--- src/rtl/osc_pkg.sv ---
`timescale 1ns/1ps
package osc_pkg;
   localparam int unsigned OSC_SAMPLE_W_DEF = 16;
   localparam int unsigned OSC_SHIFT_W_DEF  = 4;

   // Latched coefficient exponent: zero is promoted to one.
   function automatic int unsigned osc_fix_shift(input int unsigned raw);
      return (raw == 0) ? 1 : raw;
   endfunction
endpackage

--- src/rtl/osc_ashift.sv ---
`timescale 1ns/1ps
module osc_ashift #(
   parameter int unsigned W  = 16,
   parameter int unsigned SW = 4
) (
   input  logic signed [W-1:0]  din,
   input  logic        [SW-1:0] sh,
   output logic signed [W-1:0]  dout
);
   initial assert (SW < 32 && W >= 4) else $error("osc_ashift: bad widths");
   assign dout = din >>> sh;
endmodule

--- src/rtl/osc_sat_add.sv ---
`timescale 1ns/1ps
module osc_sat_add #(
   parameter int unsigned W        = 16,
   parameter bit          SATURATE = 1'b1
) (
   input  logic signed [W-1:0] a,
   input  logic signed [W-1:0] b,
   input  logic                sub,
   output logic signed [W-1:0] sum
);
   localparam logic signed [W-1:0] MAX_CODE = {1'b0, {(W-1){1'b1}}};
   localparam logic signed [W-1:0] MIN_CODE = {1'b1, {(W-1){1'b0}}};

   logic signed [W:0] wide;
   assign wide = sub ? ({a[W-1], a} - {b[W-1], b}) : ({a[W-1], a} + {b[W-1], b});

   generate
      if (SATURATE) begin : g_sat
         always_comb begin
            if (wide[W] != wide[W-1]) sum = wide[W] ? MIN_CODE : MAX_CODE;
            else                      sum = wide[W-1:0];
         end
      end else begin : g_wrap
         assign sum = wide[W-1:0];
      end
   endgenerate
endmodule

--- src/rtl/quad_osc.sv ---
`timescale 1ns/1ps
module quad_osc #(
   parameter int unsigned SAMPLE_W = osc_pkg::OSC_SAMPLE_W_DEF,
   parameter int unsigned SHIFT_W  = osc_pkg::OSC_SHIFT_W_DEF,
   parameter bit          SATURATE = 1'b1
) (
   input  logic                       clk,
   input  logic                       rst,
   input  logic                       restart,
   input  logic                       step_en,
   input  logic [SHIFT_W-1:0]         shift_amt,
   output logic signed [SAMPLE_W-1:0] sin_out,
   output logic signed [SAMPLE_W-1:0] cos_out,
   output logic                       sample_vld
);
   localparam logic signed [SAMPLE_W-1:0] ONE_CODE = {1'b0, {(SAMPLE_W-1){1'b1}}};

   initial assert (SAMPLE_W >= 4 && SAMPLE_W <= 32) else $error("quad_osc: SAMPLE_W out of range");
   initial assert (SHIFT_W >= 1 && SHIFT_W <= 5) else $error("quad_osc: SHIFT_W out of range");

   logic [SHIFT_W-1:0]         k_q;
   logic [SHIFT_W-1:0]         k_load;
   logic signed [SAMPLE_W-1:0] cos_scaled, sin_next, sin_scaled, cos_next;

   assign k_load = SHIFT_W'(osc_pkg::osc_fix_shift(32'(shift_amt)));

   osc_ashift #(.W(SAMPLE_W), .SW(SHIFT_W)) u_shift_cos (
      .din(cos_out), .sh(k_q), .dout(cos_scaled));

   osc_sat_add #(.W(SAMPLE_W), .SATURATE(SATURATE)) u_add_sin (
      .a(sin_out), .b(cos_scaled), .sub(1'b1), .sum(sin_next));

   // Cosine path is fed by the freshly computed sine.
   osc_ashift #(.W(SAMPLE_W), .SW(SHIFT_W)) u_shift_sin (
      .din(sin_next), .sh(k_q), .dout(sin_scaled));

   osc_sat_add #(.W(SAMPLE_W), .SATURATE(SATURATE)) u_add_cos (
      .a(cos_out), .b(sin_scaled), .sub(1'b0), .sum(cos_next));

   always_ff @(posedge clk) begin
      if (rst || restart) begin
         sin_out    <= ONE_CODE;
         cos_out    <= '0;
         sample_vld <= 1'b0;
         k_q        <= k_load;
      end else if (step_en) begin
         sin_out    <= sin_next;
         cos_out    <= cos_next;
         sample_vld <= 1'b1;
      end else begin
         sample_vld <= 1'b0;
      end
   end
endmodule

--- config.mk ---
export PLATFORM = sky130hd
export DESIGN_NAME = quad_osc
export DESIGN_NICKNAME = d
export VERILOG_FILES = /design/src/rtl/osc_pkg.sv /design/src/rtl/osc_ashift.sv /design/src/rtl/osc_sat_add.sv /design/src/rtl/quad_osc.sv
export SDC_FILE = /design/constraint.sdc
export NUM_CORES = 1
export LEC_CHECK = 0
export BUFFER_PORTS_ARGS = -buffer_cell sky130_fd_sc_hd__buf_4
export CAP_MARGIN = 25
export CORE_UTILIZATION = 25
export DETAILED_ROUTE_END_ITERATION = 12
export SLEW_MARGIN = 30
export SYNTH_ARGS = -nofsm -noshare
export SYNTH_HDL_FRONTEND = slang
export SYNTH_HIERARCHICAL = 1
export SYNTH_SLANG_ARGS = --single-unit
--- constraint.sdc ---
create_clock -name clk -period 21.1 [get_ports clk]
set_clock_uncertainty 0.15 [all_clocks]
set_input_delay 0 -clock clk [delete_from_list [all_inputs] [get_ports clk]]
set_output_delay 0 -clock clk [all_outputs]
set_load 0.05 [all_outputs]
# After elaboration in Yosys (flattened, before gate mapping)
# Index checks and enable logic that the tools add are counted.
[totals]
out_inout_bits = 33
register_bits = 37
word_cells = 17
in_bits = 8
[classes]
n_mux = 5
addsub = 2
reduce_logical = 2
eq_ne = 2
shifts = 2
[ops]
columns = ["cell", "n"]
rows = [
  ["$mux W16", 4],
  ["$sshr A16 B4 Y16", 2],
  ["$add A16 B16 Y17", 1],
  ["$sub A16 B16 Y17", 1],
  ["$logic_not A4 Y1", 1],
  ["$ne A1 B1 Y1", 2],
  ["$logic_or A1 B1 Y1", 1],
  ["$mux W1", 1],
]

# Longest topological paths before layout
[logic_depth]
depth_word = 8
depth_mapped = 41
ltp_nobuf = 36

# By module
# Netlist, hierarchy kept.
[modules_own_cells]
columns = ["module", "cells_each", "seq_area_each_um2", "n_inst", "area_each_um2"]
rows = [
  ["osc_ashift", 108, 0.0, 2, 905.9],
  ["quad_osc", 117, 780.7, 1, 1350.0],
  ["osc_sat_add at u_add_cos", 175, 0.0, 1, 1261.2],
  ["osc_sat_add at u_add_sin", 172, 0.0, 1, 1182.4],
]

# Worst setup path before layout
# OpenSTA, ideal clock, no wires.
[synth_timing]
path_type = "register to register"
from = "reg cos_out[10]"
to = "reg cos_out[7]"
arrival_ps = 7661
stages_incl_launch_ff = 32
t_required_ps = 20884
setup_time_ps = 66
setup_slack_ps = 13223
period_less_slack_ps = 7877
n_path_buf = 1
cell_sequence = "dfxtp_1 mux4_2 nor2b_1 a211oi_2 a221oi_1 xnor2_1 ha_1 a211oi_1 or3_1 and3_1 o31ai_2 xnor2_1 maj3_1 mux4_2 nor2b_1 a211oi_2 a221oi_1 or4_4 nor4b_4 a31oi_1 xnor2_1 ha_1 and3_1 and2_1 nand3_1 o21ai_0 xnor2_1 nand2_1 buf_6 a21oi_1 mux2i_1 nor2_1"
[synth_via]
elab_chain_cells = 8
elab_cells_between_ends = 10
cone_classes = "add/sub: 2; eq/ne: 2; shift: 2; mux: 4"
[synth_lines]
columns = ["element", "line", "rtl"]
rows = [
  ["from (decl)", "quad_osc.sv:13", "output logic signed [SAMPLE_W-1:0] cos_out,"],
  ["from (signal assigned)", "quad_osc.sv:48", "cos_out <= cos_next;"],
  ["$sshr A16 B4 Y16 (*)", "osc_ashift.sv:11", "assign dout = din >>> sh;"],
  ["named net cos_scaled[2]", "quad_osc.sv:23", "logic signed [SAMPLE_W-1:0] cos_scaled, sin_next, sin_scaled, cos_next;"],
  ["$sub A16 B16 Y17 (*)", "osc_sat_add.sv:15", "assign wide = sub ? ({a[W-1], a} - {b[W-1], b}) : ({a[W-1], a} + {b[W-1], b});"],
  ["$mux W16 / $ne A1 B1 Y1 (equally long branches)", "osc_sat_add.sv:20", "if (wide[W] != wide[W-1]) sum = wide[W] ? MIN_CODE : MAX_CODE;"],
  ["$mux W16 (*)", "osc_sat_add.sv:20", ""],
  ["named net sin_next[10]", "quad_osc.sv:23", ""],
  ["$sshr A16 B4 Y16 (*)", "osc_ashift.sv:11", ""],
  ["named net sin_scaled[2]", "quad_osc.sv:23", ""],
  ["$add A16 B16 Y17 (*)", "osc_sat_add.sv:15", ""],
  ["$mux W16 / $ne A1 B1 Y1 (equally long branches)", "osc_sat_add.sv:20", ""],
  ["$mux W16 (*)", "osc_sat_add.sv:20", ""],
  ["named net cos_next[7]", "quad_osc.sv:23", ""],
]
# The timed path passes the listed nets; every way through them passes the cells marked *.
# A chain may end at the register's enable or synchronous reset.

# Worst setup path after layout
[layout_timing]
from = "reg k_q[1]"
to = "reg cos_out[0]"
[layout_via]
elab_chain_cells = 8
elab_cells_between_ends = 10
cone_classes = "add/sub: 2; eq/ne: 2; shift: 2; mux: 4"
[layout_lines]
columns = ["element", "line", "rtl"]
rows = [
  ["from (decl)", "quad_osc.sv:21", "logic [SHIFT_W-1:0] k_q;"],
  ["from (signal assigned)", "quad_osc.sv:45", "k_q <= k_load;"],
  ["$sshr A16 B4 Y16 (*)", "osc_ashift.sv:11", ""],
  ["named net cos_scaled[2]", "quad_osc.sv:23", ""],
  ["$sub A16 B16 Y17 (*)", "osc_sat_add.sv:15", ""],
  ["$mux W16 / $ne A1 B1 Y1 (equally long branches)", "osc_sat_add.sv:20", ""],
  ["$mux W16 (*)", "osc_sat_add.sv:20", ""],
  ["named net sin_next[2]", "quad_osc.sv:23", ""],
  ["$sshr A16 B4 Y16 (*)", "osc_ashift.sv:11", ""],
  ["named net sin_scaled[2]", "quad_osc.sv:23", ""],
  ["$add A16 B16 Y17 (*)", "osc_sat_add.sv:15", ""],
  ["$mux W16 / $ne A1 B1 Y1 (equally long branches)", "osc_sat_add.sv:20", ""],
  ["$mux W16 (*)", "osc_sat_add.sv:20", ""],
  ["named net cos_next[0]", "quad_osc.sv:23", ""],
]
# Marks and branches as above.

==> flow_metrics.env <==
export IMPL_status="complete, no violations"
export IMPL_hold_worst_slack_ns=0.125
export IMPL_cts_setup_buffers=0
export IMPL_drcViolationCount=0
export IMPL_final_max_slew_violation_count=0
export IMPL_via_per_inst=5.23
export IMPL_ios=41
export IMPL_ant_nets=0
export IMPL_required_ns=21.18
export IMPL_cts_num_sinks=37
export IMPL_critPathMaxFanout=64
export IMPL_timing_final_crit_share=0.450
export IMPL_layout_drive_gt1_share=0.155
export IMPL_avgSynthCellArea_um2=8.24
export IMPL_htreeDepth=2
export IMPL_setup_viol=0
export IMPL_ys_seq_area_frac=0.139
export IMPL_vias=5170
export IMPL_track_usage=0.139
export IMPL_multi_input_area_um2=4410
export IMPL_coreArea_um2=21900
export IMPL_max_stage_delay_ns=0.59
export IMPL_synthCells=680
export IMPL_worst_slew_pin_slew_ns=0.766
export IMPL_stdcell_count=988
export IMPL_crit_top_cell="xnor2_1"
export IMPL_critPathArrivalTime_ns=9.57
export IMPL_drt_initial_drc_count=411
export IMPL_drt_total_wl_mm=15.9
export IMPL_n_fill_cell=2352
export IMPL_cts_root_buf="clkbuf_16"
export IMPL_synth_flop_cell="dfxtp_1"
export IMPL_period_minus_slack_ns=9.49
export IMPL_dieWidth_um=152
export IMPL_fmax_mhz=105
export IMPL_slowest_stage="buf_4"
export IMPL_end_kind="flip-flop"
export IMPL_yosysWarnings=6
export IMPL_min_path_type="input port to flip-flop"
export IMPL_post_cts_resize_count=0
export IMPL_seqCellArea_um2=781
export IMPL_final_core_util=0.284
export IMPL_first_global_vias=4802
export IMPL_rsz0062_at_grt="no"
export IMPL_fin_nets=751
export IMPL_syn_cell_area_um2=5610
export IMPL_hold_viol_final=0
export IMPL_cts_buffer_depth=2
export IMPL_finalSetupTns_ns=0
export IMPL_areaGrowthSynthToFinish_pct=11.0
export IMPL_num_antenna_cells=0
export IMPL_ys_types=70
export IMPL_gp_congestion=0.916
export IMPL_cts_tree="done"
export IMPL_synth_seq_cells=37
export IMPL_dp_cells=973
export IMPL_rows=54
export IMPL_clkSlewWorstSetupHoldPaths_ns=0.06
export IMPL_grt_pass1_wl_mm=25.3
export IMPL_io_buffers=40
export IMPL_die_y_um=152
export IMPL_drv_cap=0
export IMPL_overflow=0
export IMPL_critical_path_class="flip-flop to flip-flop"
export IMPL_synth_edf_count=4
export IMPL_grt_antenna_before_repair=0
export IMPL_initial_core_util=0.256
export IMPL_grt_max_degree=65
export IMPL_slew_headroom=0.489
export IMPL_drt_pass1_iter_count=4
export IMPL_dieArea_um2=23000
export IMPL_hpwlAfterDp_mm=12.1
export IMPL_start_kind="flip-flop"
export IMPL_wire_per_inst_um=16.1
export IMPL_async_flop_share=0
export IMPL_insertion_delay_ns=0.30
export IMPL_cts_made_buffers=5
==> metrics by stage <==
step / worst slack, ns / cell area [µm²]
3_5_place_dp: 11.77 / 5970
5_1_grt: 10.94 / 6220
2_1_floorplan: 13.22 / 5650
4_1_cts: 11.72 / 6220
6_report: 11.61 / 6220
3_3_place_gp: 11.93 / 5970
==> placed cells by master (no fill, tap or decap), types with 7 or more instances in the layout <==
cell and n:
nor2_1 47, dlygate4sd3_1 7, mux2_2 16, inv_1 25
nand2b_1 10, buf_4 44, dfxtp_1 33, nand2_1 59
a31oi_1 17, conb_1 14, a221oi_1 9, xor2_1 9
nor2b_1 10, ha_1 34, a21o_1 10, a21oi_1 65
mux2i_1 62, xnor2_1 48, nor3_1 14, mux4_2 14
o211ai_1 8, o21ai_0 39
==> registers in the layout, summed over array words and instances (netlist names) <==
name	count
sin_out	16
sample_vld	1
cos_out	16
k_q	4
==> critical path, delay by kind of cell (launching register included) <==
family / cells / cell delay (ns)
AND/OR/NAND/NOR: 12 / 3.48
buffers and inverters: 1 / 0.59
flip-flops: 1 / 0.32
adder cells (fa/ha/maj): 2 / 0.77
XOR/XNOR: 4 / 1.03
multiplexers: 3 / 0.93
AO/OA/AOI/OAI: 10 / 2.10
==> synthesized netlist by cell type, types with 8 or more instances <==
cell,instances,area share
a21oi_1,65,0.058
mux2i_1,62,0.11
nand2_1,59,0.040
xnor2_1,48,0.075
nor2_1,47,0.031
o21ai_0,39,0.035
ha_1,34,0.076
dfxtp_1,33,0.12
inv_1,25,0.017
buf_4,18,0.024
a31oi_1,17,0.019
mux2_2,16,0.032
mux4_2,14,0.056
nor3_1,14,0.013
a21o_1,10,0.013
nand2b_1,10,0.011
nor2b_1,10,0.011
a221oi_1,9,0.014
buf_6,9,0.018
xor2_1,9,0.014
o211ai_1,8,0.011
==> final timing paths <==
check | slack [ns] | start | endpoint | cells past startpoint
worst max-delay path | 11.61 | k_q[1] | cos_out[0] | 32
worst min-delay path | 0.13 | step_en | sin_out[13] | 3
worst max register to register | 11.61 | k_q[1] | cos_out[0] | 32
worst min register to register | 0.36 | sin_out[8] | sin_out[8] | 2
==> final cells by class <==
type,instances,share of cell area
timing repair buffer,51,0.0643
clock buffer,6,0.0241
multi-input combinational,586,0.708
inverter,26,0.0161
sequential,37,0.125
clock inverter,2,0.00563
tap,280,0.0563
==> what timing repair did <==
action	in CTS	in global routing
hold buffers	7	0
endpoints found under the setup margin	0	0
hold endpoints to repair	20	0
==> routing by layer <==
metal,GRT usage,vias up,part of all wire
met5,0,-,0
li1,-,2544,-
met3,0.0290,24,0.060
met2,0.227,153,0.46
met1,0.184,2449,0.46
met4,0.0406,0,0.022
==> cells by family after synthesis <==
family          Yosys count  share of synthesized area
simple gates            176                      0.154
mux                      94                      0.204
buf+inv                  69                     0.0826
flops                    37                      0.139
other cells               2                    0.00134
fa+ha+maj                42                     0.0938
xor+xnor                 58                     0.0920
compound gates          202                      0.232
Power is left out: the tool's default activity adds up to more than one toggle a clock period on the data nets, which glitch-free logic cannot reach.
